**config.mk**
```make
export PLATFORM = sky130hd
export DESIGN_NAME = status_lock_ctrl
export DESIGN_NICKNAME = d
export VERILOG_FILES = /design/src/rtl/slk_pkg.sv /design/src/rtl/slk_range_check.sv /design/src/rtl/slk_enable_latch.sv /design/src/rtl/slk_busy_track.sv /design/src/rtl/status_lock_ctrl.sv
export SDC_FILE = /design/constraint.sdc
export NUM_CORES = 1
export LEC_CHECK = 0
export ABC_CLOCK_PERIOD_IN_PS = 4750
export CAP_MARGIN = 20
export CELL_PAD_IN_SITES_DETAIL_PLACEMENT = 0
export CELL_PAD_IN_SITES_GLOBAL_PLACEMENT = 2
export CORE_MARGIN = 2
export CORE_UTILIZATION = 16
export CTS_CLUSTER_SIZE = 24
export DETAILED_ROUTE_END_ITERATION = 10
export HOLD_SLACK_MARGIN = 0.08
export PLACE_DENSITY = 0.82
export SYNTH_ARGS = -nofsm -noshare
export SYNTH_HDL_FRONTEND = slang
export SYNTH_SLANG_ARGS = --single-unit
```
**constraint.sdc**
```tcl
create_clock -name clk -period 4.75 [get_ports clk]
set_input_delay 1.425 -clock clk [delete_from_list [all_inputs] [get_ports clk]]
set_output_delay 1.425 -clock clk [all_outputs]
set_load 0.05 [all_outputs]
```
**src/rtl/slk_pkg.sv**
```systemverilog
package slk_pkg;
  typedef logic [1:0] lock_sel_t;
  localparam logic [7:0] CFG_MASK  = 8'h8C;
  localparam logic [7:0] BUSY_BYTE = 8'hFF;
endpackage

```
**src/rtl/slk_range_check.sv**
```systemverilog
module slk_range_check
  import slk_pkg::*;
#(
  parameter int ADDR_W = 14
) (
  input  lock_sel_t         lock_sel,
  input  logic [ADDR_W-1:0] addr,
  output logic              locked
);
  localparam int unsigned DEPTH   = 1 << ADDR_W;
  localparam logic [ADDR_W:0] HALF_BASE = (ADDR_W+1)'(DEPTH / 2);
  localparam logic [ADDR_W:0] QTR_BASE  = (ADDR_W+1)'((DEPTH / 4) * 3);

  logic [ADDR_W:0] base;
  logic            none;

  always_comb begin
    none = 1'b0;
    unique case (lock_sel)
      2'b00:   begin base = '0; none = 1'b1; end
      2'b01:   base = QTR_BASE;
      2'b10:   base = HALF_BASE;
      default: base = '0;
    endcase
    locked = !none && ({1'b0, addr} >= base);
  end
endmodule

```
**src/rtl/slk_enable_latch.sv**
```systemverilog
module slk_enable_latch (
  input  logic clk,
  input  logic rst_n,
  input  logic set_cmd,
  input  logic clr_cmd,
  input  logic busy,
  input  logic done,
  output logic latch_q
);
  always_ff @(posedge clk or negedge rst_n) begin
    if (!rst_n)            latch_q <= 1'b0;
    else if (busy) begin
      if (done)            latch_q <= 1'b0;
    end
    else if (clr_cmd)      latch_q <= 1'b0;
    else if (set_cmd)      latch_q <= 1'b1;
  end


  done_clears_latch_chk: assert property (@(posedge clk) disable iff (!rst_n)
    (busy && done) |=> !latch_q);

  busy_holds_latch_chk: assert property (@(posedge clk) disable iff (!rst_n)
    (busy && !done) |=> (latch_q == $past(latch_q)));
endmodule

```
**src/rtl/slk_busy_track.sv**
```systemverilog
module slk_busy_track (
  input  logic clk,
  input  logic rst_n,
  input  logic start,
  input  logic done,
  output logic busy
);
  always_ff @(posedge clk or negedge rst_n) begin
    if (!rst_n)    busy <= 1'b0;
    else if (start) busy <= 1'b1;
    else if (done)  busy <= 1'b0;
  end


  start_sets_busy_chk: assert property (@(posedge clk) disable iff (!rst_n)
    start |=> busy);

  idle_done_ignored_chk: assert property (@(posedge clk) disable iff (!rst_n)
    (!busy && !start && done) |=> !busy);
endmodule

```
**src/rtl/status_lock_ctrl.sv**
```systemverilog
module status_lock_ctrl
  import slk_pkg::*;
#(
  parameter int              ADDR_W      = 14,
  parameter bit              PRESET_PPEN = 1'b0,
  parameter logic [1:0]      PRESET_LOCK = 2'b00
) (
  input  logic              clk,
  input  logic              rst_n,
  input  logic              en_set,
  input  logic              en_clr,
  input  logic              prog_req,
  input  logic [ADDR_W-1:0] prog_addr,
  input  logic              swr_req,
  input  logic [7:0]        swr_data,
  input  logic              prot_pin,
  input  logic              array_done,
  output logic [7:0]        status_byte,
  output logic              prog_grant,
  output logic              prog_deny,
  output logic              swr_grant,
  output logic              swr_deny
);
  localparam logic [7:0] CFG_RESET = {PRESET_PPEN, 3'b000, PRESET_LOCK, 2'b00};

  logic [7:0] cfg_q;
  logic       latch_q, busy, lock_hit, pin_block, common_ok;
  lock_sel_t  lock_sel;

  assign lock_sel  = cfg_q[3:2];
  assign pin_block = cfg_q[7] && !prot_pin;
  assign common_ok = !busy && latch_q && !pin_block;

  assign swr_grant  = swr_req && common_ok;
  assign swr_deny   = swr_req && !common_ok;
  assign prog_grant = prog_req && !swr_req && common_ok && !lock_hit;
  assign prog_deny  = prog_req && !prog_grant;

  slk_range_check #(.ADDR_W(ADDR_W)) u_range (
    .lock_sel (lock_sel),
    .addr     (prog_addr),
    .locked   (lock_hit)
  );

  slk_enable_latch u_latch (
    .clk     (clk),
    .rst_n   (rst_n),
    .set_cmd (en_set),
    .clr_cmd (en_clr),
    .busy    (busy),
    .done    (array_done),
    .latch_q (latch_q)
  );

  slk_busy_track u_busy (
    .clk   (clk),
    .rst_n (rst_n),
    .start (prog_grant || swr_grant),
    .done  (array_done),
    .busy  (busy)
  );

  always_ff @(posedge clk or negedge rst_n) begin
    if (!rst_n)         cfg_q <= CFG_RESET;
    else if (swr_grant) cfg_q <= swr_data & CFG_MASK;
  end

  always_comb begin
    if (busy) status_byte = BUSY_BYTE;
    else      status_byte = cfg_q | {6'b000000, latch_q, 1'b0};
  end


  grant_needs_latch_chk: assert property (@(posedge clk) disable iff (!rst_n)
    (prog_grant || swr_grant) |-> latch_q);

  locked_addr_deny_chk: assert property (@(posedge clk) disable iff (!rst_n)
    (prog_req && lock_hit) |-> prog_deny);

  armed_pin_deny_chk: assert property (@(posedge clk) disable iff (!rst_n)
    (cfg_q[7] && !prot_pin && (swr_req || prog_req)) |-> !(swr_grant || prog_grant));

  busy_deny_chk: assert property (@(posedge clk) disable iff (!rst_n)
    (busy && (prog_req || swr_req)) |-> !(prog_grant || swr_grant));

  deny_no_busy_chk: assert property (@(posedge clk) disable iff (!rst_n)
    (!busy && (prog_deny || swr_deny) && !prog_grant && !swr_grant) |=> !busy);

  busy_reads_ones_chk: assert property (@(posedge clk) disable iff (!rst_n)
    $rose(busy) |-> (status_byte == 8'hFF));
endmodule

```
# Word-level counts from Yosys, hierarchy flattened
# Index checks and enable logic that the tools add are counted.
[word_totals]
elab_cells = 39
reg_bits = 5
output_inout_bits = 12
input_bits = 30
[op_classes]
mux = 8
eq_ne = 3
n_bitwise = 1
n_lt_le_gt_ge = 1
n_reduce_logical = 23
[ops]
columns = ["operator", "n"]
rows = [
  ["$pmux W14 S2", 1],
  ["$ge A14 B14 Y1", 1],
  ["$logic_and A1 B1 Y1", 10],
  ["$logic_not A1 Y1", 8],
  ["$mux W8", 1],
  ["$or A8 B2 Y8", 1],
  ["$mux W1", 6],
  ["$reduce_bool A3 Y1", 1],
  ["$eq A2 B1 Y1 const B", 1],
  ["$eq A2 B2 Y1 const B", 1],
  ["$logic_not A2 Y1", 1],
  ["$ne A2 B2 Y1 const B", 1],
  ["$reduce_and A2 Y1", 1],
  ["$reduce_bool A2 Y1", 1],
  ["$logic_or A1 B1 Y1", 1],
]

# Longest topological paths before layout
[logic_depth]
depth_word = 8
mapped_depth = 7
mapped_depth_nobuf = 7

# Modules after synthesis
# Synthesis repeated with hierarchy kept, for this count alone.
[hier_totals]
hier_cells = 48
hier_area_um2 = 461.7
[by_module_without_submodules]
columns = ["mod", "seq_area_each_um2", "instances", "cells_per_inst", "area_per_inst_um2"]
rows = [
  ["status_lock_ctrl", 75.1, 1, 24, 256.5],
  ["slk_range_check", 0.0, 1, 17, 120.1],
  ["slk_enable_latch", 25.0, 1, 4, 48.8],
  ["slk_busy_track", 25.0, 1, 3, 36.3],
]

# Worst setup path before layout
# Ideal clock, no wire load.
[synth_timing]
path_kind = "input port to output port"
start = "in prog_addr[12]"
end = "out prog_deny"
cell_stages = 5
path_slack_ns = 0.453
path_buffers = 0
arrival_ns = 2.872
cell_sequence = "inv_1 ha_1 nor3b_1 nand4_1 a41oi_1"
[synth_between]
elab_chain_len = 6
[synth_rtl]
columns = ["element", "line", "rtl"]
rows = [
  ["from (decl)", "status_lock_ctrl.sv:13", "input logic [ADDR_W-1:0] prog_addr,"],
  ["$ge A14 B14 Y1", "slk_range_check.sv:25", "locked = !none && ({1'b0, addr} >= base);"],
  ["$logic_and A1 B1 Y1", "slk_range_check.sv:25", ""],
  ["$logic_not A1 Y1", "status_lock_ctrl.sv:36", "assign prog_grant = prog_req && !swr_req && common_ok && !lock_hit;"],
  ["$logic_and A1 B1 Y1", "status_lock_ctrl.sv:36", ""],
  ["$logic_not A1 Y1", "status_lock_ctrl.sv:37", "assign prog_deny = prog_req && !prog_grant;"],
  ["$logic_and A1 B1 Y1", "status_lock_ctrl.sv:37", ""],
  ["to (decl)", "status_lock_ctrl.sv:20", "output logic prog_deny,"],
]
# No other way between the ends.

# Worst setup path after layout
# Ends and elaborated chain as after synthesis.

==> metrics.txt <==
result of the run=finished, final reports clean; pin count of the biggest net entering global routing=10; number of top-level pins=42; number of buffers on the longest clock path=2; fraction of power consumed by the clock network=9.0%; CTS Root Cell=sky130_fd_sc_hd__clkbuf_4; data arrival time at the worst-slack endpoint=between 3 and 4 ns; number of antenna violations at the first check in global routing=0; synthesis-to-finish area growth=88.9%; share of cells above drive strength 1=19.3%; post-CTS repair timing setup buffer count=0; max-slew violation total from the final report=0; Critical Path End=prog_deny; static power due to leakage=0.401 nW; Initial Utilization=between 15 and 20%; total power density per cell area=~620 nW/µm²; first drt pass iteration count=3; part of the power in registers=16.3%; switching part of the total power=between 50 and 60%; setup repair after global routing missed its margin=no; TritonCTS clock tree=built; post-route DRC violation count=0; logic depth of the worst register-to-register path=7; placer congestion estimate=~0.6; type of origin of the critical path=primary input; Hold Fails Final Rpt=0; portion of total power attributed to combinational logic=74.7%; area of all placed cells without fillers=872 µm²; number of placed cells counting well taps=110; total negative slack for setup checks=0 ns; Mapped Cells=47; number of gates resized after CTS=0; Die Area=about 3300 µm²; capturing point of the worst reg2reg path=u_busy.busy; DR iter-0 viols=7; largest clock skew in the final design=about 0.00043 ns; slew of the pin with the lowest slew margin=0.505 ns; leading cell types by total area after synthesis=sky130_fd_sc_hd__dfrtp_1, sky130_fd_sc_hd__ha_1, sky130_fd_sc_hd__mux2_4; setup ws final=0.262 ns; post-detail-place hpwl=1060 µm; mapped cell area=462 µm²; Synth area leader=sky130_fd_sc_hd__dfrtp_1; number of global-route vias before repair=485; R2R setup slack=3.02 ns; number of cells on the worst hold path=1; number of setup violations in the final report=0; portion of the clock cycle consumed by the worst path in the final layout=94.5%; port buffer count=36; Synthesis Warnings=0; Worst-Skew Late Latency=0.24 ns; data required time at the worst endpoint=between 3 and 4 ns; clock sink count=5; CORE AREA=2760 µm²; nets in the synthesized netlist=between 80 and 90; final layout net count=118; standard-cell rows=19; total grt overflow=0; Net Sw Power=0.282 mW; clock buffer count from CTS=3; worst-path maximum fanout=3; Hold Crit Class=reg2reg; final wirelength=1210 µm; Antenna Nets Post-Route=0; tightest slew margin relative to the limit=between 60% and 70%; internal power=about 0.26 mW; Non-Filler Instances=114; Vert. Die Dim=57.7 µm; horizontal die dimension=57.7 µm; Via-to-Cell Ratio=4.12; maximum clock rate=0.223 GHz; wire length per cell after detailed routing=10.6 µm; number of diodes added for antenna fixing=0; worst vdd rail ir drop=0.000282 V; number of flip-flops and latches in the synthesized netlist=5; critical path class=in2out; cell area after placement=846 µm²; proportion of synthesized chip area in sequential cells=between 20% and 30%; GRT Util Overall=7.55%; endpoint type of the worst setup path=primary output; routed via count=470; startpoint of the worst register-to-register path=cfg_q[2]; cts hold-fix bufs=0; layout filler cell count=between 200 and 300; max capacitance violation total=0; multi-input gate area in the final layout=280 µm²; count of H-tree levels built during CTS=1; launching element of the worst setup path=prog_addr[12]; Sequential Area=125 µm²; Cell variety after synth=22; mean post-synth cell area=9.82 µm²; clock period minus worst slack=4.49 ns; clock-pin slew of the registers on the worst-case setup and hold paths=0.04 ns; Hold Worst Slack=~0.52 ns; DP Worst Slack=between 0.2 and 0.25 ns; post-synth top area share=between 20% and 30%; wire length of the first global-routing pass=1920 µm
## area by class of cell
type,instances,area share [%]
flip-flops and latches,5,14.3
inverters,7,3.01
multi-input cells,31,32.1
well taps,31,4.45
repair buffers,36,43.0
clock buffers,4,3.01
## flip-flops by register name, summed over array words and instances, names as in the netlist
| signal | count |
|---|---|
| u_busy.busy | 1 |
| u_latch.latch_q | 1 |
| cfg_q | 3 |
## cells in the mapped netlist, drive strengths merged
cell	n
a41o	2
a41oi	1
and3	1
and4	1
buf	4
dfrtp	5
ha	4
inv	7
mux2	3
nand2	3
nand2b	1
nand4	2
nor2	2
nor2b	3
nor3b	1
nor4	2
nor4b	1
o21bai	1
o31ai	1
or2	2
## per-layer routing
layer / share of wire, % / up-vias / track usage, %
met5: 0 / - / 0
met4: 0 / 0 / 3.99
met3: 13 / 0 / 3.13
met2: 45 / 24 / 12.3
met1: 42 / 204 / 8.33
li1: - / 242 / -
## worst min-delay path by stage
stage,startpoint,end,slack (ns)
final,cfg_q[3],cfg_q[3],0.52
after global routing,cfg_q[3],cfg_q[3],0.56
after CTS,cfg_q[3],cfg_q[3],0.52
after detailed placement,cfg_q[3],cfg_q[3],0.51
after global placement,cfg_q[3],cfg_q[3],0.50
after floorplan,cfg_q[3],cfg_q[3],0.48
## critical path: stages
cell                              delay [ns]
sky130_fd_sc_hd__clkdlybuf4s50_1        0.45
sky130_fd_sc_hd__inv_1                  0.04
sky130_fd_sc_hd__ha_1                   0.26
sky130_fd_sc_hd__nor3b_1                0.22
sky130_fd_sc_hd__nand4_1                0.18
sky130_fd_sc_hd__a41oi_1                0.30
sky130_fd_sc_hd__buf_12                 0.18
## cells by family (layout without fill, tap and decap cells)
| group | Yosys count | in the layout | share of synthesized area (%) |
|---|---|---|---|
| and+or+nand+nor | 19 | 19 | 30.6 |
| buffers and inverters | 11 | 47 | 12.2 |
| AOI/OAI and AO/OA | 5 | 5 | 9.49 |
| DFF | 5 | 5 | 27.1 |
| adders and majority gates | 4 | 4 | 10.8 |
| muxes | 3 | 3 | 9.76 |
## layout by cell type (no fill, tap or decap), drive strengths merged
cell type | synthesis | routed
inv | 7 | 7
and3 | 1 | 1
and4 | 1 | 1
ha | 4 | 4
nor2 | 2 | 2
nor2b | 3 | 3
clkbuf | 0 | 4
nand2 | 3 | 3
o21bai | 1 | 1
clkdlybuf4s50 | 0 | 32
mux2 | 3 | 3
a41oi | 1 | 1
buf | 4 | 4
or2 | 2 | 2
nor4 | 2 | 2
nand2b | 1 | 1
o31ai | 1 | 1
nor3b | 1 | 1
dfrtp | 5 | 5
nor4b | 1 | 1
nand4 | 2 | 2
a41o | 2 | 2
## per-stage QoR
step	util, %	power, mW
global placement	30.7	0.492
detailed placement	30.7	0.496
global route	31.6	0.585
CTS	31.6	0.550
floorplan	-	0.385
finish	31.6	0.541
## power by group through the flow
stage | combinational, mW | sequential (mW) | clock (mW)
global route | 0.438 | 0.0925 | 0.0547
detailed placement | 0.407 | 0.0889 | 0
CTS | 0.410 | 0.0888 | 0.0512
floorplan | 0.302 | 0.0831 | 0
finish | 0.404 | 0.0883 | 0.0488
global placement | 0.404 | 0.0883 | 0
Note: power is estimated with default switching activity, not from simulation.
